**src/rtl/mcspi_pkg.sv**
```systemverilog
package mcspi_pkg;

  // Channel register window
  localparam int CH_BASE   = 'h2C;
  localparam int CH_STRIDE = 'h14;

  // Offsets inside a channel window
  localparam logic [4:0] OFF_CFG  = 5'h00;
  localparam logic [4:0] OFF_STAT = 5'h04;
  localparam logic [4:0] OFF_CTRL = 5'h08;
  localparam logic [4:0] OFF_TX   = 5'h0C;
  localparam logic [4:0] OFF_RX   = 5'h10;

  // Module-level registers
  localparam int ADR_ID     = 'h00;
  localparam int ADR_READY  = 'h14;
  localparam int ADR_MODCTL = 'h28;

  localparam logic [31:0] ID_VALUE     = 32'h91;
  localparam logic [22:0] CFG_RESET    = 23'h060000;
  localparam logic [3:0]  MODCTL_RESET = 4'h4;

  // Configuration field positions
  localparam int CFG_WL_LO   = 7;
  localparam int CFG_WL_HI   = 11;
  localparam int CFG_DIR_LO  = 12;
  localparam int CFG_DIR_HI  = 13;
  localparam int CFG_TXDMA   = 14;
  localparam int CFG_RXDMA   = 15;
  localparam int CFG_TURBO   = 19;
  localparam int CFG_FORCE   = 20;

  typedef enum logic [1:0] {
    DIR_DUPLEX = 2'd0,
    DIR_RXONLY = 2'd1,
    DIR_TXONLY = 2'd2,
    DIR_BAD    = 2'd3
  } dir_e;

  typedef enum logic [1:0] {
    SH_IDLE = 2'd0,
    SH_RUN  = 2'd1,
    SH_FIN  = 2'd2
  } shift_state_e;

endpackage

```
**src/rtl/mcspi_chan.sv**
```systemverilog
module mcspi_chan
  import mcspi_pkg::*;
#(
  parameter int DW = 32,
  parameter int LW = 6
) (
  input  logic          clk,
  input  logic          rst_n,
  input  logic          acc_wr,
  input  logic          acc_rd,
  input  logic [4:0]    acc_off,
  input  logic [DW-1:0] acc_wdata,
  output logic [DW-1:0] rd_data,
  output logic          want_xfer,
  output logic [LW-1:0] xfer_bits,
  output logic [DW-1:0] xfer_word,
  output logic          force_cs,
  input  logic          start_i,
  input  logic          done_i,
  input  logic          upd_rx,
  input  logic [DW-1:0] rx_in,
  output logic          tx_dreq,
  output logic          rx_dreq,
  output logic          tx_evt,
  output logic          rx_evt
);

  logic [22:0]   cfg_q;
  logic          en_q, rxs_q, txs_q, eot_q;
  logic [DW-1:0] tx_q, rx_q;

  dir_e       dir;
  logic [4:0] wl;
  logic [4:0] wl_eff;
  logic       turbo, rx_gate, tx_gate, hold_rx, hold_tx;
  logic       wr_cfg, wr_ctl, wr_tx, rd_rx;

  assign dir     = dir_e'(cfg_q[CFG_DIR_HI:CFG_DIR_LO]);
  assign wl      = cfg_q[CFG_WL_HI:CFG_WL_LO];
  assign turbo   = cfg_q[CFG_TURBO];
  assign rx_gate = (dir != DIR_TXONLY);
  assign tx_gate = (dir != DIR_RXONLY);
  assign hold_rx = rxs_q && rx_gate && !turbo;
  assign hold_tx = txs_q && tx_gate;

  assign wr_cfg = acc_wr && (acc_off == OFF_CFG);
  assign wr_ctl = acc_wr && (acc_off == OFF_CTRL);
  assign wr_tx  = acc_wr && (acc_off == OFF_TX);
  assign rd_rx  = acc_rd && (acc_off == OFF_RX);

  assign want_xfer = en_q && !hold_rx && !hold_tx;
  assign wl_eff    = (wl < 5'd3) ? 5'd3 : wl;
  assign xfer_bits = LW'(wl_eff) + LW'(1);
  assign xfer_word = tx_q;
  assign force_cs  = cfg_q[CFG_FORCE];

  assign tx_dreq = en_q && cfg_q[CFG_TXDMA] && txs_q && tx_gate;
  assign rx_dreq = en_q && cfg_q[CFG_RXDMA] && rxs_q && rx_gate;
  assign tx_evt  = en_q && txs_q && tx_gate;
  assign rx_evt  = en_q && rxs_q && rx_gate && !turbo;

  // Order matters: a read clear loses to a simultaneous completion,
  // and a completion loses to a simultaneous transmit write.
  always_ff @(posedge clk or negedge rst_n) begin
    if (!rst_n) begin
      cfg_q <= CFG_RESET;
      en_q  <= 1'b0;
      rxs_q <= 1'b0;
      txs_q <= 1'b1;
      eot_q <= 1'b0;
      tx_q  <= '0;
      rx_q  <= '0;
    end else begin
      if (rd_rx)   rxs_q <= 1'b0;
      if (start_i) eot_q <= 1'b0;
      if (done_i) begin
        tx_q  <= '0;
        eot_q <= 1'b1;
        txs_q <= 1'b1;
        if (rx_gate) rxs_q <= 1'b1;
        if (upd_rx)  rx_q  <= rx_in;
      end
      if (wr_cfg) cfg_q <= acc_wdata[22:0];
      if (wr_ctl) en_q  <= acc_wdata[0];
      if (wr_tx) begin
        tx_q  <= acc_wdata;
        txs_q <= 1'b0;
      end
    end
  end

  always_comb begin
    rd_data = '0;
    case (acc_off)
      OFF_CFG:  rd_data = DW'(cfg_q);
      OFF_STAT: rd_data = DW'({eot_q, txs_q, rxs_q});
      OFF_CTRL: rd_data = DW'(en_q);
      OFF_TX:   rd_data = tx_q;
      OFF_RX:   rd_data = rx_q;
      default:  rd_data = '0;
    endcase
  end

  // a transmit write always leaves transmit-empty clear
  a_r3_tx_write_clears_txs: assert property (@(posedge clk) disable iff (!rst_n)
    wr_tx |=> !txs_q);

  // a receive read clears receive-full unless new data lands
  a_r5_rx_read_clears: assert property (@(posedge clk) disable iff (!rst_n)
    (rd_rx && !done_i) |=> !rxs_q);

  // completion raises end-of-transfer
  a_r4_done_sets_eot: assert property (@(posedge clk) disable iff (!rst_n)
    done_i |=> eot_q);

  // transmit-only completion leaves receive-full untouched
  a_r4_txonly_keeps_rxs: assert property (@(posedge clk) disable iff (!rst_n)
    (done_i && dir == DIR_TXONLY && !rxs_q) |=> !rxs_q);

endmodule

```
**src/rtl/mcspi_shift.sv**
```systemverilog
module mcspi_shift
  import mcspi_pkg::*;
#(
  parameter int DW      = 32,
  parameter int LW      = 6,
  parameter int CLK_DIV = 2
) (
  input  logic          clk,
  input  logic          rst_n,
  input  logic          start,
  input  logic [DW-1:0] word,
  input  logic [LW-1:0] nbits,
  input  logic          sel,
  input  logic          miso,
  output logic          idle,
  output logic          done,
  output logic          got_data,
  output logic [DW-1:0] rx_word,
  output logic          sclk,
  output logic          mosi,
  output logic          cs_on
);

  localparam int IW  = $clog2(DW);
  localparam int DCW = (CLK_DIV > 1) ? $clog2(CLK_DIV) : 1;

  shift_state_e   state;
  logic [DCW-1:0] cnt;
  logic [IW-1:0]  idx;
  logic [DW-1:0]  txw;
  logic           sel_q;

  always_ff @(posedge clk or negedge rst_n) begin
    if (!rst_n) begin
      state   <= SH_IDLE;
      cnt     <= '0;
      idx     <= '0;
      txw     <= '0;
      rx_word <= '0;
      sel_q   <= 1'b0;
      sclk    <= 1'b0;
    end else begin
      case (state)
        SH_IDLE: begin
          if (start) begin
            txw     <= word;
            sel_q   <= sel;
            rx_word <= '0;
            cnt     <= '0;
            idx     <= IW'(nbits - LW'(1));
            state   <= sel ? SH_RUN : SH_FIN;
          end
        end
        SH_RUN: begin
          if (cnt == DCW'(CLK_DIV - 1)) begin
            cnt <= '0;
            if (!sclk) begin
              sclk    <= 1'b1;
              rx_word <= {rx_word[DW-2:0], miso};
            end else begin
              sclk <= 1'b0;
              if (idx == '0) state <= SH_FIN;
              else           idx   <= idx - IW'(1);
            end
          end else begin
            cnt <= cnt + DCW'(1);
          end
        end
        SH_FIN:  state <= SH_IDLE;
        default: state <= SH_IDLE;
      endcase
    end
  end

  assign idle     = (state == SH_IDLE);
  assign done     = (state == SH_FIN);
  assign got_data = sel_q;
  assign cs_on    = (state == SH_RUN);
  assign mosi     = (state == SH_RUN) ? txw[idx] : 1'b0;

  // the serial clock is low whenever no bits are moving
  a_r9_sclk_low_outside_run: assert property (@(posedge clk) disable iff (!rst_n)
    (state != SH_RUN) |-> !sclk);

  // completion is a single-cycle pulse
  a_r9_done_one_cycle: assert property (@(posedge clk) disable iff (!rst_n)
    done |=> !done);

endmodule

```
**src/rtl/mcspi_arb.sv**
```systemverilog
module mcspi_arb #(
  parameter int N   = 4,
  parameter int CHW = 2
) (
  input  logic [N-1:0]   req,
  output logic [N-1:0]   gnt,
  output logic [CHW-1:0] gidx,
  output logic           any
);

  assign gnt = req & (~req + N'(1));
  assign any = |req;

  always_comb begin
    gidx = '0;
    for (int i = N - 1; i >= 0; i--) begin
      if (gnt[i]) gidx = CHW'(i);
    end
  end

endmodule

```
**src/rtl/mcspi_ctrl.sv**
```systemverilog
module mcspi_ctrl
  import mcspi_pkg::*;
#(
  parameter int NCH     = 4,
  parameter int DW      = 32,
  parameter int AW      = 8,
  parameter int CLK_DIV = 2
) (
  input  logic           clk,
  input  logic           rst_n,
  input  logic           reg_valid,
  output logic           reg_ready,
  input  logic           reg_write,
  input  logic [AW-1:0]  reg_addr,
  input  logic [DW-1:0]  reg_wdata,
  output logic           rsp_valid,
  output logic [DW-1:0]  rsp_rdata,
  output logic           sclk,
  output logic           mosi,
  input  logic           miso,
  output logic [NCH-1:0] cs_n,
  output logic [NCH-1:0] tx_dreq,
  output logic [NCH-1:0] rx_dreq,
  output logic [NCH-1:0] tx_empty_evt,
  output logic [NCH-1:0] rx_full_evt
);

  localparam int CHW = (NCH > 1) ? $clog2(NCH) : 1;
  localparam int LW  = 6;

  logic          acc, acc_wr, acc_rd;
  logic [3:0]    modctl_q;
  logic [DW-1:0] rmux;

  logic [NCH-1:0] ch_hit, ch_want, ch_force, gnt, req;
  logic [DW-1:0]  ch_rdata [NCH];
  logic [DW-1:0]  ch_word  [NCH];
  logic [LW-1:0]  ch_bits  [NCH];

  logic           eng_idle, eng_done, eng_got, eng_cs, any_req;
  logic [DW-1:0]  eng_rx;
  logic [CHW-1:0] gidx, act_q;

  assign reg_ready = 1'b1;
  assign acc       = reg_valid && reg_ready;
  assign acc_wr    = acc && reg_write;
  assign acc_rd    = acc && !reg_write;

  genvar gi;
  generate
    for (gi = 0; gi < NCH; gi++) begin : g_ch
      localparam int BASE = CH_BASE + CH_STRIDE * gi;
      logic [4:0] loff;

      assign ch_hit[gi] = (reg_addr >= AW'(BASE)) && (reg_addr < AW'(BASE + CH_STRIDE));
      assign loff       = 5'(reg_addr - AW'(BASE));

      mcspi_chan #(.DW(DW), .LW(LW)) u_chan (
        .clk       (clk),
        .rst_n     (rst_n),
        .acc_wr    (acc_wr && ch_hit[gi]),
        .acc_rd    (acc_rd && ch_hit[gi]),
        .acc_off   (loff),
        .acc_wdata (reg_wdata),
        .rd_data   (ch_rdata[gi]),
        .want_xfer (ch_want[gi]),
        .xfer_bits (ch_bits[gi]),
        .xfer_word (ch_word[gi]),
        .force_cs  (ch_force[gi]),
        .start_i   (gnt[gi]),
        .done_i    (eng_done && (act_q == CHW'(gi))),
        .upd_rx    (eng_got),
        .rx_in     (eng_rx),
        .tx_dreq   (tx_dreq[gi]),
        .rx_dreq   (rx_dreq[gi]),
        .tx_evt    (tx_empty_evt[gi]),
        .rx_evt    (rx_full_evt[gi])
      );

      assign cs_n[gi] = !(eng_cs && (act_q == CHW'(gi)));
    end
  endgenerate

  assign req = ch_want & {NCH{eng_idle}};

  mcspi_arb #(.N(NCH), .CHW(CHW)) u_arb (
    .req  (req),
    .gnt  (gnt),
    .gidx (gidx),
    .any  (any_req)
  );

  mcspi_shift #(.DW(DW), .LW(LW), .CLK_DIV(CLK_DIV)) u_shift (
    .clk      (clk),
    .rst_n    (rst_n),
    .start    (any_req),
    .word     (ch_word[gidx]),
    .nbits    (ch_bits[gidx]),
    .sel      (!modctl_q[0] || ch_force[gidx]),
    .miso     (miso),
    .idle     (eng_idle),
    .done     (eng_done),
    .got_data (eng_got),
    .rx_word  (eng_rx),
    .sclk     (sclk),
    .mosi     (mosi),
    .cs_on    (eng_cs)
  );

  always_ff @(posedge clk or negedge rst_n) begin
    if (!rst_n) begin
      act_q     <= '0;
      modctl_q  <= MODCTL_RESET;
      rsp_valid <= 1'b0;
      rsp_rdata <= '0;
    end else begin
      if (any_req) act_q <= gidx;
      if (acc_wr && reg_addr == AW'(ADR_MODCTL)) modctl_q <= reg_wdata[3:0];
      rsp_valid <= acc_rd;
      if (acc_rd) rsp_rdata <= rmux;
    end
  end

  always_comb begin
    rmux = '0;
    if (reg_addr == AW'(ADR_ID))     rmux = ID_VALUE;
    if (reg_addr == AW'(ADR_READY))  rmux = DW'(1);
    if (reg_addr == AW'(ADR_MODCTL)) rmux = DW'(modctl_q);
    for (int i = 0; i < NCH; i++) begin
      if (ch_hit[i]) rmux = ch_rdata[i];
    end
  end

  // never more than one chip select low
  a_r11_single_cs: assert property (@(posedge clk) disable iff (!rst_n)
    $onehot0(~cs_n));

  // a chip select is only low while the shifter is busy
  a_r10_cs_needs_engine: assert property (@(posedge clk) disable iff (!rst_n)
    (~cs_n != '0) |-> !eng_idle);

  // every accepted read is answered on the next cycle
  a_r12_read_answered: assert property (@(posedge clk) disable iff (!rst_n)
    acc_rd |=> rsp_valid);

endmodule

```
**config.mk**
```make
export PLATFORM = sky130hd
export DESIGN_NAME = mcspi_ctrl
export DESIGN_NICKNAME = d
export VERILOG_FILES = /design/src/rtl/mcspi_pkg.sv /design/src/rtl/mcspi_chan.sv /design/src/rtl/mcspi_shift.sv /design/src/rtl/mcspi_arb.sv /design/src/rtl/mcspi_ctrl.sv
export SDC_FILE = /design/constraint.sdc
export NUM_CORES = 1
export LEC_CHECK = 0
export ABC_AREA = 1
export CAP_MARGIN = 5
export CELL_PAD_IN_SITES_DETAIL_PLACEMENT = 0
export CELL_PAD_IN_SITES_GLOBAL_PLACEMENT = 1
export CORE_UTILIZATION = 44
export DETAILED_ROUTE_END_ITERATION = 8
export PLACE_DENSITY_LB_ADDON = 0.1
export SLEW_MARGIN = 20
export SYNTH_ARGS = -nofsm -noshare
export SYNTH_HDL_FRONTEND = slang
export SYNTH_SLANG_ARGS = --single-unit
```
**constraint.sdc**
```tcl
create_clock -name clk -period 4.2 [get_ports clk]
set_input_delay 0.42 -clock clk [delete_from_list [all_inputs] [get_ports clk]]
set_output_delay 0.42 -clock clk [all_outputs]
set_load 0.02 [all_outputs]
```
Word-level counts from Yosys, hierarchy flattened:

Index checks and enable logic that the tools add are counted.

* register bits after elaboration: 477
* input port bits: 45
* output and inout bits: 56
* word-level logic and storage cells: 342

* add/subtract/negate cells: 12
* $lt $le $gt $ge: 15
* equal/unequal tests: 37
* mux-type cells: 85
* bitwise operators: 4
* reductions and logical operators: 150

Operators with widths (number)
* case mux 32 bit (5 select lines): 4
* 2-to-1 mux 32 bit: 19
* logical AND 1 bit: 103
* binary-select mux 32 bit (select 2 bit): 1
* case mux 32 bit (2 select lines): 1
* 2-to-1 mux 5 bit: 10
* equality test 5 x 4 -> 1 bit, second input constant: 8
* 2-to-1 mux 1 bit: 34
* less-than comparator 8 x 7 -> 1 bit, second input constant: 4
* zero test 5 bit: 5
* adder 5 x 1 -> 6 bit, second input constant: 4
* greater-or-equal comparator 8 x 7 -> 1 bit, second input constant: 3
* equality test 5 x 3 -> 1 bit, second input constant: 4
* equality test 5 bit, second input constant: 4
* less-than comparator 5 x 2 -> 1 bit, second input constant: 4
* zero test 1 bit: 18
* 2-to-1 mux 2 bit: 9
* nonzero test 2 bit: 9
* != test 2 x 1 -> 1 bit, second input constant: 8
* subtractor 5 x 1 -> 5 bit, second input constant: 3
* AND reduction 2 bit: 7
* binary-select mux 6 bit (select 2 bit): 1
* != test 2 bit, second input constant: 6
* case mux 5 bit (2 select lines): 1
* other kinds (26): 33

Longest topological paths before layout:

* depth after elaboration: 21
* depth in mapped cells: 17
* mapped depth without buffers: 17

Cells and area by module:

A second synthesis with hierarchy kept.

* cell total of the unflattened synthesis: 3078
* area, all modules: 25181.7 um2

Modules (own cells, without submodules)
* mcspi_chan: times used 4, cells an instance 476, area each 4389.2 um2, seq. area each 2280.9 um2
* mcspi_ctrl: times used 1, cells an instance 760, area each 4239.1 um2, seq. area each 977.2 um2
* mcspi_shift: times used 1, cells an instance 399, area each 3320.7 um2, seq. area each 1851.8 um2
* mcspi_arb: times used 1, cells an instance 15, area each 65.1 um2, seq. area each 0.0 um2

Worst setup path before layout:

Ideal clock, no wire load.

* path kind: flip-flop to output port
* start point: register u_shift.idx[0]
* end point: output port mosi
* data arrival time: 1.656 ns
* required time: 3.780 ns
* setup slack: 2.124 ns
* stages on the path, launching flop included: 8
* buffers on the path: 2
* cells stage by stage: dfrtp_1 -> clkbuf_1 -> clkinv_1 -> clkbuf_1 -> nor2_1 -> o221ai_1 -> o211ai_1 -> a41oi_1

* cells in the longest elaborated chain, start to end: 3

Ends and longest elaborated chain
* start, declared: line mcspi_shift.sv:29 `logic [IW-1:0] idx;`
* start signal, assigned: line mcspi_shift.sv:50 `idx <= IW'(nbits - LW'(1));`
* start signal, assigned: line mcspi_shift.sv:63 `else idx <= idx - IW'(1);`
* binary-select mux 1 bit (select 5 bit): line mcspi_shift.sv:79 `assign mosi = (state == SH_RUN) ? txw[idx] : 1'b0;`
* 2-to-1 mux 1 bit (not written as such): line mcspi_shift.sv:79
* 2-to-1 mux 1 bit: line mcspi_shift.sv:79
* end, declared: line mcspi_ctrl.sv:19 `output logic mosi,`

No other way between the ends. The select of a mux whose other input is x is not followed.

Worst setup path after layout:

* start point: register u_shift.idx[1]
* end point: output port mosi

The elaborated chain is that of the path after synthesis.

==> results.cfg <==
[sta]
slew_viol_final = 0
min_period_over_period_pct = 83.7
hold_viol = 0
post-route-min-period_ns = 3.52
max_slew_margin_pct = 37.6
worstMarginPinSlew_ns = 0.935
timing.hold.ws_ns = 0.403
fin_setup_tns_ns = 0
grt_setup_unrepaired = false
setup_viol = 0
clock_skew_ns = 0.0292
fmax_mhz = 284

[cts]
clkLatencyLatePin_ns = 0.62
cts_resized = 0
numCtsBuffers = 52
postCtsSetupRepairBufs = 0
cts_tree = yes
cts_sinks = 477
cts_hold_buf = 1
htreeDepth = 2
path_clk_slew_ns = 0.06
max-clock-path-buffers = 3
clockRootBuffer = clkbuf_16

[floorplan]
die_area_um2 = 52200
chipWidth_um = 229
fp.coreArea_um2 = 50400
rows = 82
ios = 101
die_y_um = 229
start_util_pct = 44.8

[power_and_ir_drop]
peakVddDrop_mv = 0.298
p_per_area_nw_per_um2 = 455
total_power_mw = 11.8
power.leakage_nw = 11.1
p_sw_mw = 3.53
swShare_pct = 29.9
combPwrFrac_pct = 15.2
p_int_mw = 8.28
power.share.clock_pct = 40.9
pwr-share-seq_pct = 44.0

[cells_and_area]
n_antenna_cell = 0
drive_gt1_share_pct = 8.34
fillCellCount = 4898
nNetsFinal = 2789
area_growth_pct = 15.0

[worst_setup_path]
crit-reg2reg-launch = u_shift.state[1]
regToRegSetupSlack_ns = 0.89
arrival_ns = 3.10
critPathTopFamily = buffers and inverters
cp-start-kind = flip-flop
cp_num_buf_inv = 3
cp_slowest_cell = clkdlybuf4s50_1
endpoint_kind = primary output
reg2reg_depth = 9
slowest_delay_ns = 0.63
crit_type = flip-flop to primary output
path_common_cell = o21ai_0
crit_chain = inv_1 -> buf_4 -> o21ai_0 -> o22ai_1 -> nand2_1 -> nand3_1 -> o21ai_0 -> a41oi_1 -> clkdlybuf4s50_1
required_ns = 3.78
reg2reg_to = u_shift.txw[29]
cp_max_fo = 6

[hold_path]
holdCritStartpoint = miso
holdPathStages = 3
hold_end = u_shift.rx_word[0]
hp-class = input port to flip-flop

[drt]
drt_pre_antenna_iters = 6
route.detailed.drc = 0
viasPerCell = 6.02
wl_per_cell_um = 26.4
drt_iter0_drc = 2571
wirelength_mm = 91.0
vias = 20800
ant_nets = 0

[yosys]
yosysMostFrequentCell = nand2_1
yosysWarningCount = 0
ys.flop_type = dfrtp_1
seq_area_frac_synth_pct = 52.9
synth_common_cells = nand2_1, dfrtp_1, o21ai_0, inv_1, o22ai_1
synth_cell_types = 46
ys_seq_elements = 477
yosysTopAreaCell = dfrtp_1
syn_inst = 2705
synth-edff-count = 0
avgSynthCellArea_um2 = 8.35
syn-cell-area_um2 = 22600
synth_top_area_share_pct = 51.4
async_reset_ff_share_pct = 100
synth_nets = 2756
synth_area_leaders = dfrtp_1, nand2_1, o21ai_0, inv_1, o22ai_1

[place]
hpwl_mm = 64.6
io_buffers = 99
gp_congestion = 0.998

[global_route]
grt_usage_pct = 34.8
grt_pass1_wl_mm = 134
grt-ovfl-total = 0
antenna_found_initial = 2
first_global_vias = 19300
grt_max_degree = 105

[outcome]
status = complete, no violations

[flow_run]
cap_violations = 0
-- layout by cell type (no fill, tap or decap), types with 42 or more instances in the layout --
cell type	count
buf_4	51
o21ai_1	46
clkdlybuf4s50_1	98
o22ai_1	165
o21ai_0	377
nand2_1	551
a31oi_1	42
nand3_1	101
a21oi_1	140
clkbuf_16	53
dfrtp_1	464
nor2_1	142
inv_1	287
-- registers in the layout (all words and copies together), names as in the netlist --
name and flops:
g_ch.u_chan.xfer_word 128, g_ch.u_chan.cfg_q 92, g_ch.u_chan.eot_q 4, g_ch.u_chan.txs_q 4, g_ch.u_chan.rxs_q 4, u_shift.got_data 1, u_shift.txw 32, rsp_rdata 32
u_shift.rx_word 32, g_ch.u_chan.rx_q 128, rsp_valid 1, modctl_q 4, act_q 2, g_ch.u_chan.en_q 4, u_shift.sclk 1, u_shift.cnt 1
u_shift.idx 5, u_shift.state 2
-- logic make-up after synthesis --
kind of cell,Yosys count,share of synthesized area [%]
other cells,1,0.0166
fa+ha+maj,6,0.333
buf+inv,489,8.93
xor+xnor,13,0.504
mux,1,0.0443
flops,477,52.9
compound gates,855,21.3
simple gates,863,15.9
-- per-layer routing --
layer  global-route usage [%]  up-vias  share of wire, %
met2                     44.1     1178                38
li1                         -     9169                 -
met3                     12.5      124                14
met1                     55.3    10300                47
met5                        0        -             0.013
met4                     7.45        2               1.9
-- stage by stage --
stage / cell area [um2] / std cells / setup WS (ns) / utilization [%]
floorplan: 22600 / 2705 / 2.12 / -
global placement: 24200 / 3355 / 0.907 / 48.0
detailed placement: 24200 / 3355 / 0.857 / 48.0
CTS: 26000 / 3453 / 0.695 / 51.5
global route: 26000 / 3453 / 0.526 / 51.5
finish: 26000 / 3453 / 0.684 / 51.5
-- final cells by class --
class	count	area, um2	area share [%]
Inverter	308	1160	4.45
Clock buffer	70	1530	5.89
Clock inverter	27	264	1.02
Tap cell	672	841	3.24
Sequential cell	477	12000	46.0
Multi-Input combinational cell	1739	8650	33.3
Timing Repair Buffer	160	1570	6.04
-- tightest hold or removal path: stages --
cell             delay, ns
clkdlybuf4s50_1       0.40
nand3_1               0.07
o21ai_0               0.07
-- power by group through the flow --
stage / Combinational, mW / Sequential [mW] / Clock [mW]
2_1_floorplan: 0.949 / 5.19 / 0
3_3_place_gp: 1.74 / 5.26 / 0
3_5_place_dp: 1.75 / 5.27 / 0
4_1_cts: 1.76 / 5.18 / 4.89
5_1_grt: 1.94 / 5.22 / 5.05
6_report: 1.79 / 5.19 / 4.83
-- worst max-delay path by stage --
| stage | start | endpoint | slack [ns] | cells past startpoint |
|---|---|---|---|---|
| floorplan | u_shift.idx[0] | mosi | 2.12 | 7 |
| global placement | reg_addr[2] | rsp_rdata[0] | 0.91 | 12 |
| detailed placement | reg_addr[4] | rsp_rdata[16] | 0.86 | 11 |
| CTS | u_shift.idx[0] | mosi | 0.69 | 9 |
| global route | u_shift.idx[1] | mosi | 0.53 | 8 |
| finish | u_shift.idx[1] | mosi | 0.68 | 9 |
(Power assumes the default switching activity.)
